===== src/rtl/pio_strobe_pkg.sv =====
package pio_strobe_pkg;

    localparam int TIM_W     = 8;
    localparam int NUM_TREGS = 2;
    localparam int SEL_W     = (NUM_TREGS > 1) ? $clog2(NUM_TREGS) : 1;
    localparam int CNT_W     = 5;

    // decode offsets and legal ranges
    localparam int DU_ACT_OFS = 17, DU_ACT_MIN = 2, DU_ACT_MAX = 17;
    localparam int DU_REC_OFS = 15, DU_REC_MIN = 2, DU_REC_MAX = 15;
    localparam int SL_ACT_OFS = 9,  SL_ACT_MIN = 2, SL_ACT_MAX = 9;
    localparam int SL_REC_OFS = 15, SL_REC_MIN = 0, SL_REC_MAX = 15;
    localparam int FA_ACT_OFS = 8,  FA_ACT_MIN = 1, FA_ACT_MAX = 8;
    localparam int FA_REC_OFS = 18, FA_REC_MIN = 3, FA_REC_MAX = 18;

    localparam logic [TIM_W-1:0] TIM_RESET = '0;

    typedef logic [CNT_W-1:0] cnt_t;

    typedef enum logic [1:0] {
        PH_IDLE = 2'd0,
        PH_ACT  = 2'd1,
        PH_REC  = 2'd2
    } phase_e;

    typedef struct packed {
        phase_e phase;
        cnt_t   cnt;
        cnt_t   rec;
        logic   strobe;
        logic   done;
    } seq_t;

    function automatic cnt_t clamp_count(int offset, int field, int lo, int hi);
        int v;
        v = offset - field;
        if (v < lo) v = lo;
        if (v > hi) v = hi;
        return cnt_t'(v);
    endfunction

endpackage


===== src/rtl/pio_timing_regs.sv =====
module pio_timing_regs
    import pio_strobe_pkg::*;
(
    input  logic                         clk,
    input  logic                         rst_n,
    input  logic                         wr_en,
    input  logic [SEL_W-1:0]             wr_sel,
    input  logic [TIM_W-1:0]             wr_data,
    input  logic                         busy,
    output logic [NUM_TREGS*TIM_W-1:0]   regs_flat
);

    logic wr_ok;
    assign wr_ok = wr_en && !busy;

    for (genvar g = 0; g < NUM_TREGS; g++) begin : g_treg
        logic [TIM_W-1:0] tim_d, tim_q;

        always_comb begin
            tim_d = tim_q;
            if (wr_ok && (wr_sel == SEL_W'(g))) begin
                tim_d = wr_data;
            end
        end

        always_ff @(posedge clk) begin
            if (!rst_n) begin
                tim_q <= TIM_RESET;
            end else begin
                tim_q <= tim_d;
            end
        end

        assign regs_flat[g*TIM_W +: TIM_W] = tim_q;
    end

endmodule


===== src/rtl/pio_timing_decode.sv =====
module pio_timing_decode
    import pio_strobe_pkg::*;
(
    input  logic [TIM_W-1:0] tim_byte,
    input  logic             dual_mode,
    input  logic             slow_bus,
    output cnt_t             act_cnt,
    output cnt_t             rec_cnt
);

    int lo4, lo3, hi4;

    always_comb begin
        lo4 = int'(tim_byte[3:0]);
        lo3 = int'(tim_byte[2:0]);
        hi4 = int'(tim_byte[7:4]);
        if (dual_mode) begin
            act_cnt = clamp_count(DU_ACT_OFS, lo4, DU_ACT_MIN, DU_ACT_MAX);
            rec_cnt = clamp_count(DU_REC_OFS, hi4, DU_REC_MIN, DU_REC_MAX);
        end else if (slow_bus) begin
            act_cnt = clamp_count(SL_ACT_OFS, lo3, SL_ACT_MIN, SL_ACT_MAX);
            rec_cnt = clamp_count(SL_REC_OFS, hi4, SL_REC_MIN, SL_REC_MAX);
        end else begin
            act_cnt = clamp_count(FA_ACT_OFS, lo3, FA_ACT_MIN, FA_ACT_MAX);
            rec_cnt = clamp_count(FA_REC_OFS, hi4, FA_REC_MIN, FA_REC_MAX);
        end
    end

endmodule


===== src/rtl/pio_strobe_seq.sv =====
module pio_strobe_seq
    import pio_strobe_pkg::*;
(
    input  logic clk,
    input  logic rst_n,
    input  logic req,
    input  cnt_t act_cnt,
    input  cnt_t rec_cnt,
    output logic strobe,
    output logic busy,
    output logic done
);

    seq_t seq_d, seq_q;

    always_comb begin
        seq_d      = seq_q;
        seq_d.done = 1'b0;
        unique case (seq_q.phase)
            PH_IDLE: begin
                if (req) begin
                    seq_d.phase  = PH_ACT;
                    seq_d.cnt    = cnt_t'(act_cnt - cnt_t'(1));
                    seq_d.rec    = rec_cnt;
                    seq_d.strobe = 1'b1;
                end
            end
            PH_ACT: begin
                if (seq_q.cnt == '0) begin
                    seq_d.strobe = 1'b0;
                    if (seq_q.rec == '0) begin
                        seq_d.phase = PH_IDLE;
                        seq_d.done  = 1'b1;
                    end else begin
                        seq_d.phase = PH_REC;
                        seq_d.cnt   = cnt_t'(seq_q.rec - cnt_t'(1));
                    end
                end else begin
                    seq_d.cnt = cnt_t'(seq_q.cnt - cnt_t'(1));
                end
            end
            PH_REC: begin
                if (seq_q.cnt == '0) begin
                    seq_d.phase = PH_IDLE;
                    seq_d.done  = 1'b1;
                end else begin
                    seq_d.cnt = cnt_t'(seq_q.cnt - cnt_t'(1));
                end
            end
            default: begin
                seq_d.phase  = PH_IDLE;
                seq_d.strobe = 1'b0;
            end
        endcase
    end

    always_ff @(posedge clk) begin
        if (!rst_n) begin
            seq_q <= '{phase: PH_IDLE, cnt: '0, rec: '0, strobe: 1'b0, done: 1'b0};
        end else begin
            seq_q <= seq_d;
        end
    end

    assign strobe = seq_q.strobe;
    assign busy   = (seq_q.phase != PH_IDLE);
    assign done   = seq_q.done;

endmodule


===== src/rtl/pio_strobe_gen.sv =====
module pio_strobe_gen
    import pio_strobe_pkg::*;
(
    input  logic             clk,
    input  logic             rst_n,
    input  logic             wr_en,
    input  logic [SEL_W-1:0] wr_sel,
    input  logic [TIM_W-1:0] wr_data,
    input  logic             dual_mode,
    input  logic             slow_bus,
    input  logic             req,
    input  logic [SEL_W-1:0] req_sel,
    output logic             strobe,
    output logic             busy,
    output logic             done
);

    logic [NUM_TREGS*TIM_W-1:0] tim_flat;
    logic [TIM_W-1:0]           tim_cur;
    cnt_t                       act_cnt;
    cnt_t                       rec_cnt;

    pio_timing_regs u_regs (
        .clk       (clk),
        .rst_n     (rst_n),
        .wr_en     (wr_en),
        .wr_sel    (wr_sel),
        .wr_data   (wr_data),
        .busy      (busy),
        .regs_flat (tim_flat)
    );

    assign tim_cur = tim_flat[int'(req_sel)*TIM_W +: TIM_W];

    pio_timing_decode u_dec (
        .tim_byte  (tim_cur),
        .dual_mode (dual_mode),
        .slow_bus  (slow_bus),
        .act_cnt   (act_cnt),
        .rec_cnt   (rec_cnt)
    );

    pio_strobe_seq u_seq (
        .clk     (clk),
        .rst_n   (rst_n),
        .req     (req),
        .act_cnt (act_cnt),
        .rec_cnt (rec_cnt),
        .strobe  (strobe),
        .busy    (busy),
        .done    (done)
    );

endmodule


===== config.mk =====
export PLATFORM = sky130hd
export DESIGN_NAME = pio_strobe_gen
export DESIGN_NICKNAME = d
export VERILOG_FILES = /design/src/rtl/pio_strobe_pkg.sv /design/src/rtl/pio_timing_regs.sv /design/src/rtl/pio_timing_decode.sv /design/src/rtl/pio_strobe_seq.sv /design/src/rtl/pio_strobe_gen.sv
export SDC_FILE = /design/constraint.sdc
export NUM_CORES = 1
export LEC_CHECK = 0
export BUFFER_PORTS_ARGS = -buffer_cell sky130_fd_sc_hd__buf_2
export CORE_MARGIN = 5
export CORE_UTILIZATION = 36
export DETAILED_ROUTE_END_ITERATION = 6
export GPL_TIMING_DRIVEN = 1
export PLACE_DENSITY_LB_ADDON = 0.05
export SETUP_SLACK_MARGIN = 0.4
export SYNTH_ARGS = -nofsm -noshare
export SYNTH_HDL_FRONTEND = slang
export SYNTH_SLANG_ARGS = --single-unit

===== constraint.sdc =====
create_clock -name clk -period 7.2 [get_ports clk]
set_clock_uncertainty 0.05 [all_clocks]
set_input_delay 1.44 -clock clk [delete_from_list [all_inputs] [get_ports clk]]
set_output_delay 1.44 -clock clk [all_outputs]
set_load 0.01 [all_outputs]

; Word-level counts from Yosys, hierarchy flattened
; Index checks and enable logic that the tools add are counted.
[word_totals]
inputBits = 16
output_inout_bits = 3
register_bits = 30
wordCells = 90
[op_classes]
n_eq_ne = 7
magnitude_cmp = 12
muxes = 40
shift = 1
n_addsub = 8
reduce_logical = 13
n_bitwise = 2
[op_table]
columns = cell, n
row1 = $mux W32, 16
row2 = $gt A32 B5 Y1 const B, 4
row3 = $lt A32 B3 Y1 const B, 4
row4 = $mux W5, 13
row5 = $gt A32 B6 Y1 const B, 2
row6 = $lt A32 B1 Y1 const B, 1
row7 = $lt A32 B2 Y1 const B, 1
row8 = $shiftx A16 B5 Y8, 1
row9 = $pmux W5 S3, 1
row10 = $sub A5 B1 Y5 const B, 3
row11 = $mux W13, 1
row12 = $sub A5 B4 Y6 const A, 2
row13 = $logic_not A5 Y1, 2
row14 = $sub A4 B3 Y5 const A, 2
row15 = $mux W2, 4
row16 = $pmux W2 S3, 1
row17 = $reduce_and A3 Y1, 2
row18 = $sub A4 B4 Y5 const A, 1
row19 = $ne A2 B1 Y1 const B, 2
row20 = $ne A2 B2 Y1 const B, 2
row21 = $reduce_and A4 Y1, 1
row22 = $logic_and A1 B1 Y1, 3
row23 = $ne A3 B3 Y1 const B, 1
row24 = $pmux W1 S3, 1
row25 = 10 further kinds, 12

; Depth between registers and ports, before layout
[logic_depth]
ltp_word = 13
mapped_depth = 9

; By module
; A second synthesis with hierarchy kept.
[unflattened]
cells_unflattened = 246
hier_area_um2 = 2132.0
[by_module_without_submodules]
columns = mod, seq_area_each_um2, cells_per_inst, area_each_um2, n_inst
row1 = pio_strobe_seq, 280.3, 116, 939.7, 1
row2 = pio_timing_regs, 320.3, 62, 631.9, 1
row3 = pio_timing_decode, 0.0, 59, 429.2, 1
row4 = pio_strobe_gen, 0.0, 9, 131.4, 1

; Least setup slack after synthesis
; No wires, ideal clock.
[synth_timing]
kind = input -> register
start = input port req_sel
end = register u_seq.seq_q[10] (netlist name)
required_time_ns = 7.054
path_slack_ns = 3.674
path_buffers = 1
setup_time_ns = 0.096
path_stages = 9
t_arrival_ns = 3.381
path_cell_list = buf_6 mux2i_1 ha_1 nor2_1 mux2_4 o311ai_4 and3_2 nor2_1 o41ai_2
[synth_between]
elab_chain_cells = 13
[synth_lines]
columns = element, line_no
row1 = "start, declared", pio_strobe_gen.sv:12  ; input logic [SEL_W-1:0] req_sel,
row2 = $shiftx A16 B5 Y8 (*), pio_strobe_gen.sv:33  ; assign tim_cur = tim_flat[int'(req_sel)*TIM_W +: TIM_W];
row3 = $sub A4 B3 Y5, pio_strobe_pkg.sv:36  ; v = offset - field;
row4 = $lt A32 B2 Y1 or $lt A32 B3 Y1 (tied branches), pio_strobe_pkg.sv:37  ; if (v < lo) v = lo;
row5 = $mux W32, pio_strobe_pkg.sv:37
row6 = $mux W32, pio_timing_decode.sv:20  ; end else if (slow_bus) begin
row7 = $mux W32, pio_timing_decode.sv:17  ; if (dual_mode) begin
row8 = $gt A32 B5 Y1, pio_strobe_pkg.sv:38  ; if (v > hi) v = hi;
row9 = $mux W5, pio_strobe_pkg.sv:38
row10 = $mux W5, pio_timing_decode.sv:20
row11 = $mux W5 (*), pio_timing_decode.sv:17
row12 = $sub A5 B1 Y5 (*), pio_strobe_seq.sv:23  ; seq_d.cnt = cnt_t'(act_cnt - cnt_t'(1));
row13 = $mux W13 (*), pio_strobe_seq.sv:21  ; if (req) begin
row14 = $pmux W5 S3 (*), pio_strobe_seq.sv:19  ; unique case (seq_q.phase)
row15 = "end signal, assigned", pio_strobe_seq.sv:59  ; seq_q <= '{phase: PH_IDLE, cnt: '0, rec: '0, strobe: 1'b0, done: 1'b0};
row16 = "end signal, assigned", pio_strobe_seq.sv:61  ; seq_q <= seq_d;
row17 = "end, declared", pio_strobe_seq.sv:14  ; seq_t seq_d, seq_q;
; Every way passes the cells marked *; elsewhere a longest branch is shown, timed or not. The select of a mux whose other input is x is not followed.
; A chain may end at the register's enable or synchronous reset.

; Worst setup path after layout
[layout_timing]
start = input port req_sel
end = register u_seq.seq_q[8] (netlist name)
; Same word-level chain as after synthesis.

==> results_dict.tcl <==
set metrics [dict create \
    synth.net_count 269 \
    r2r_start "u_seq.seq_q[7]$_SDFFE_PN0P_" \
    wire_per_inst_um 14.5 \
    clock_path_buffers 2 \
    area_delta_synth_final_pct 11.7 \
    die_w_um 85.2 \
    syn_inst 242 \
    numPortBuffers 18 \
    cts-root-buf "clkbuf_8" \
    cts.clk_slew.worst_paths_ns 0.06 \
    slowest_stage "mux2i_1" \
    layout_min_cycle_time_ns 3.65 \
    slew_headroom_pct 46.8 \
    dr.pass1.iters 4 \
    worst_slew_pin_slew_ns 0.794 \
    cellPowerDensity_mw_per_mm2 299 \
    r2r-end "u_seq.seq_q[10]$_SDFFE_PN0P_" \
    cp_max_fo 10 \
    place_congestion 0.769 \
    critPathMaxStageDelay_ns 0.55 \
    routed_wl_mm 4.77 \
    peakVddDrop_v 0.0000949 \
    rrSetupSlack_ns 4.70 \
    r2r_cells 8 \
    post-cts-setup-buffers 0 \
    status "complete, no violations" \
    drive_gt1_share_pct 14.0 \
    ys_warn_count 0 \
    cts-hold-fix-buffers 0 \
    synth_edf_count 0 \
    tritoncts "built" \
    critPathKind "primary input to flip-flop" \
    grt_use_total_pct 13.8 \
    vias 1770 \
    internal_power_mw 0.413 \
    cts_buffers 5 \
    dp_hpwl_mm 3.55 \
    finalHoldViolCount 0 \
    pwr-share-seq_pct 31.9 \
    hold_path_end "u_seq.seq_q[3]$_SDFFE_PN0P_" \
    die_area_mm2 0.00726 \
    final_common_cell "nor2_1" \
    via_per_inst 5.38 \
    clk-insertion-delay-late_ns 0.29 \
    worstPathRequired_ns 7.32 \
    ys_types 52 \
    power_frac_clock_pct 25.0 \
    fp-row-count 27 \
    async_flop_share_pct 0 \
    io_pins 19 \
    ys.flop_type "dfxtp_1" \
    ctsResizeCount 0 \
    power_frac_comb_pct 43.1 \
    min_from "u_seq.seq_q[3]$_SDFFE_PN0P_" \
    initialDrtViolationCount 73 \
    critPathArrivalTime_ns 3.78 \
    antenna_found_initial 0 \
    holdPathStages 2 \
    first_global_vias 1720 \
    antenna-diode-count 0 \
    crit_path_end_kind "flip-flop" \
    ys_ff_latch 30 \
    drc 0 \
    syn-cell-area_mm2 0.00204 \
    setup_viol 0 \
    die_h_um 85.2 \
    drtAntennaViolNets 0 \
    hp-class "flip-flop to flip-flop" \
    place_ws_ns 3.27 \
    grt_max_degree 27 \
    final.setup.tns_ns 0 \
    maxSlewViolCount 0 \
    rsz0062_at_grt "no" \
    p_sw_share_pct 39.2 \
    postSynthAreaPerCell_um2 8.42 \
    finalWorstSetupSlack_ns 3.55 \
    most-common-layout-cells "nor2_1 (33), dfxtp_1 (30), mux2i_1 (20)" \
    switchingPower_mw 0.266 \
    grt-ovfl-total 0 \
    ctsHtreeMaxLevel 2 \
    max_freq_ghz 0.274 \
    grt_pass1_wl_mm 8.16 \
    ys_seq_area_share_pct 29.5 \
    crit_chain "buf_2 > mux2i_1 > ha_1 > nor2_1 > mux2_4 > o311ai_4 > nand3_1 > xnor2_1 > o41ai_2" \
    p_leak_nw 1.00 \
    cts_sinks 30 \
    fin_crit_sh_pct 50.7 \
    initial_core_util_pct 37.0 \
    core_area_mm2 0.00551 \
    worstSetupStartpointType "primary input" \
    fin_nets 283 \
    drv_cap 0 \
]
metal layers:
metal / part of all wire (%) / up-vias / GRT usage, % / routed length [µm]
met5: 0 / - / 0 / 0
met2: 49 / 33 / 25.2 / 2360
met4: 1.0 / 0 / 3.45 / 50
li1: - / 906 / - / -
met1: 45 / 823 / 15.8 / 2160
met3: 4.3 / 8 / 3.59 / 203
power groups by stage:
| stage | clock network, mW | logic (mW) | registers, mW |
|---|---|---|---|
| final | 0.170 | 0.293 | 0.217 |
| after global routing | 0.182 | 0.330 | 0.221 |
| after CTS | 0.175 | 0.294 | 0.217 |
| after detailed placement | 0 | 0.291 | 0.220 |
| after global placement | 0 | 0.294 | 0.221 |
| after floorplan | 0 | 0.234 | 0.215 |
area by class of cell:
cell class	instances	area, µm²
multi-input combinational	186	1330
tap	72	90.1
clock buffer	7	76.3
fill	579	3230
inverter	15	56.3
clock inverter	1	30.0
sequential	30	601
timing repair buffer	18	90.1
critical path, delay by kind of cell:
kind	cells	cell delay (ns)
buffers and inverters	1	0.25
multiplexers	2	0.83
AND/OR/NAND/NOR	2	0.27
XOR/XNOR	1	0.20
AO/OA/AOI/OAI	2	0.45
adder cells (fa/ha/maj)	1	0.34
cells in the mapped netlist (all sizes together) (2+ instances only):
master,number,area share [%]
nor2,33,6.1
dfxtp,30,29
mux2i,22,11
a21oi,16,3.9
inv,14,2.6
ha,11,6.8
nand2,11,2.0
o21ai,10,2.5
clkbuf,9,1.7
nand3,7,1.7
nor3,6,1.5
a211oi,5,1.8
a31oi,5,1.5
nand2b,5,1.5
xnor2,4,1.7
and2,3,0.92
mux2,3,1.8
nand3b,3,1.1
nand4,3,0.92
nor4b,3,1.9
o31ai,3,1.1
o41ai,3,2.0
a2111oi,2,1.2
a21o,2,0.74
buf,2,0.74
nor2b,2,0.61
nor3b,2,0.74
o211a,2,0.98
o221ai,2,0.86
o32ai,2,0.86
xor2,2,0.86
metrics by stage:
step | cell area, µm² | util (%) | hold slack, ns | std cells | power [mW]
after floorplan | 2040 | - | 0.395 | 242 | 0.449
after global placement | 2170 | 39.4 | 0.422 | 321 | 0.516
after detailed placement | 2170 | 39.4 | 0.424 | 321 | 0.511
after CTS | 2270 | 41.3 | 0.432 | 329 | 0.685
after global routing | 2270 | 41.3 | 0.466 | 329 | 0.733
final | 2270 | 41.3 | 0.424 | 329 | 0.680
how the worst max path moves through the flow:
stage                  from                      endpoint  slack [ns]  depth (start not counted)
global route        req_sel  u_seq.seq_q[11]$_SDFFE_PN0P_        3.22                          9
floorplan           req_sel  u_seq.seq_q[10]$_SDFFE_PN0P_        3.67                          9
CTS                 req_sel   u_seq.seq_q[9]$_SDFFE_PN0P_        3.54                          9
finish              req_sel   u_seq.seq_q[8]$_SDFFE_PN0P_        3.55                          9
global placement    req_sel   u_seq.seq_q[8]$_SDFFE_PN0P_        3.30                          9
detailed placement  req_sel   u_seq.seq_q[8]$_SDFFE_PN0P_        3.27                          9
registers in the layout (all words and copies together) (netlist names):
register / count
u_regs.g_treg.tim_q: 16
u_seq.seq_q: 12
u_seq.strobe: 1
u_seq.done: 1
kinds of logic (layout without fill, tap and decap cells):
group / Yosys count / in the layout / synth area share (%)
compound gates: 59 / 59 / 21.3
xor+xnor: 6 / 6 / 2.58
fa+ha+maj: 11 / 11 / 6.76
buf+inv: 26 / 41 / 5.16
flops: 30 / 30 / 29.5
mux: 25 / 25 / 13.0
simple gates: 85 / 85 / 21.7
No activity file was read; power rests on OpenSTA's default activity.
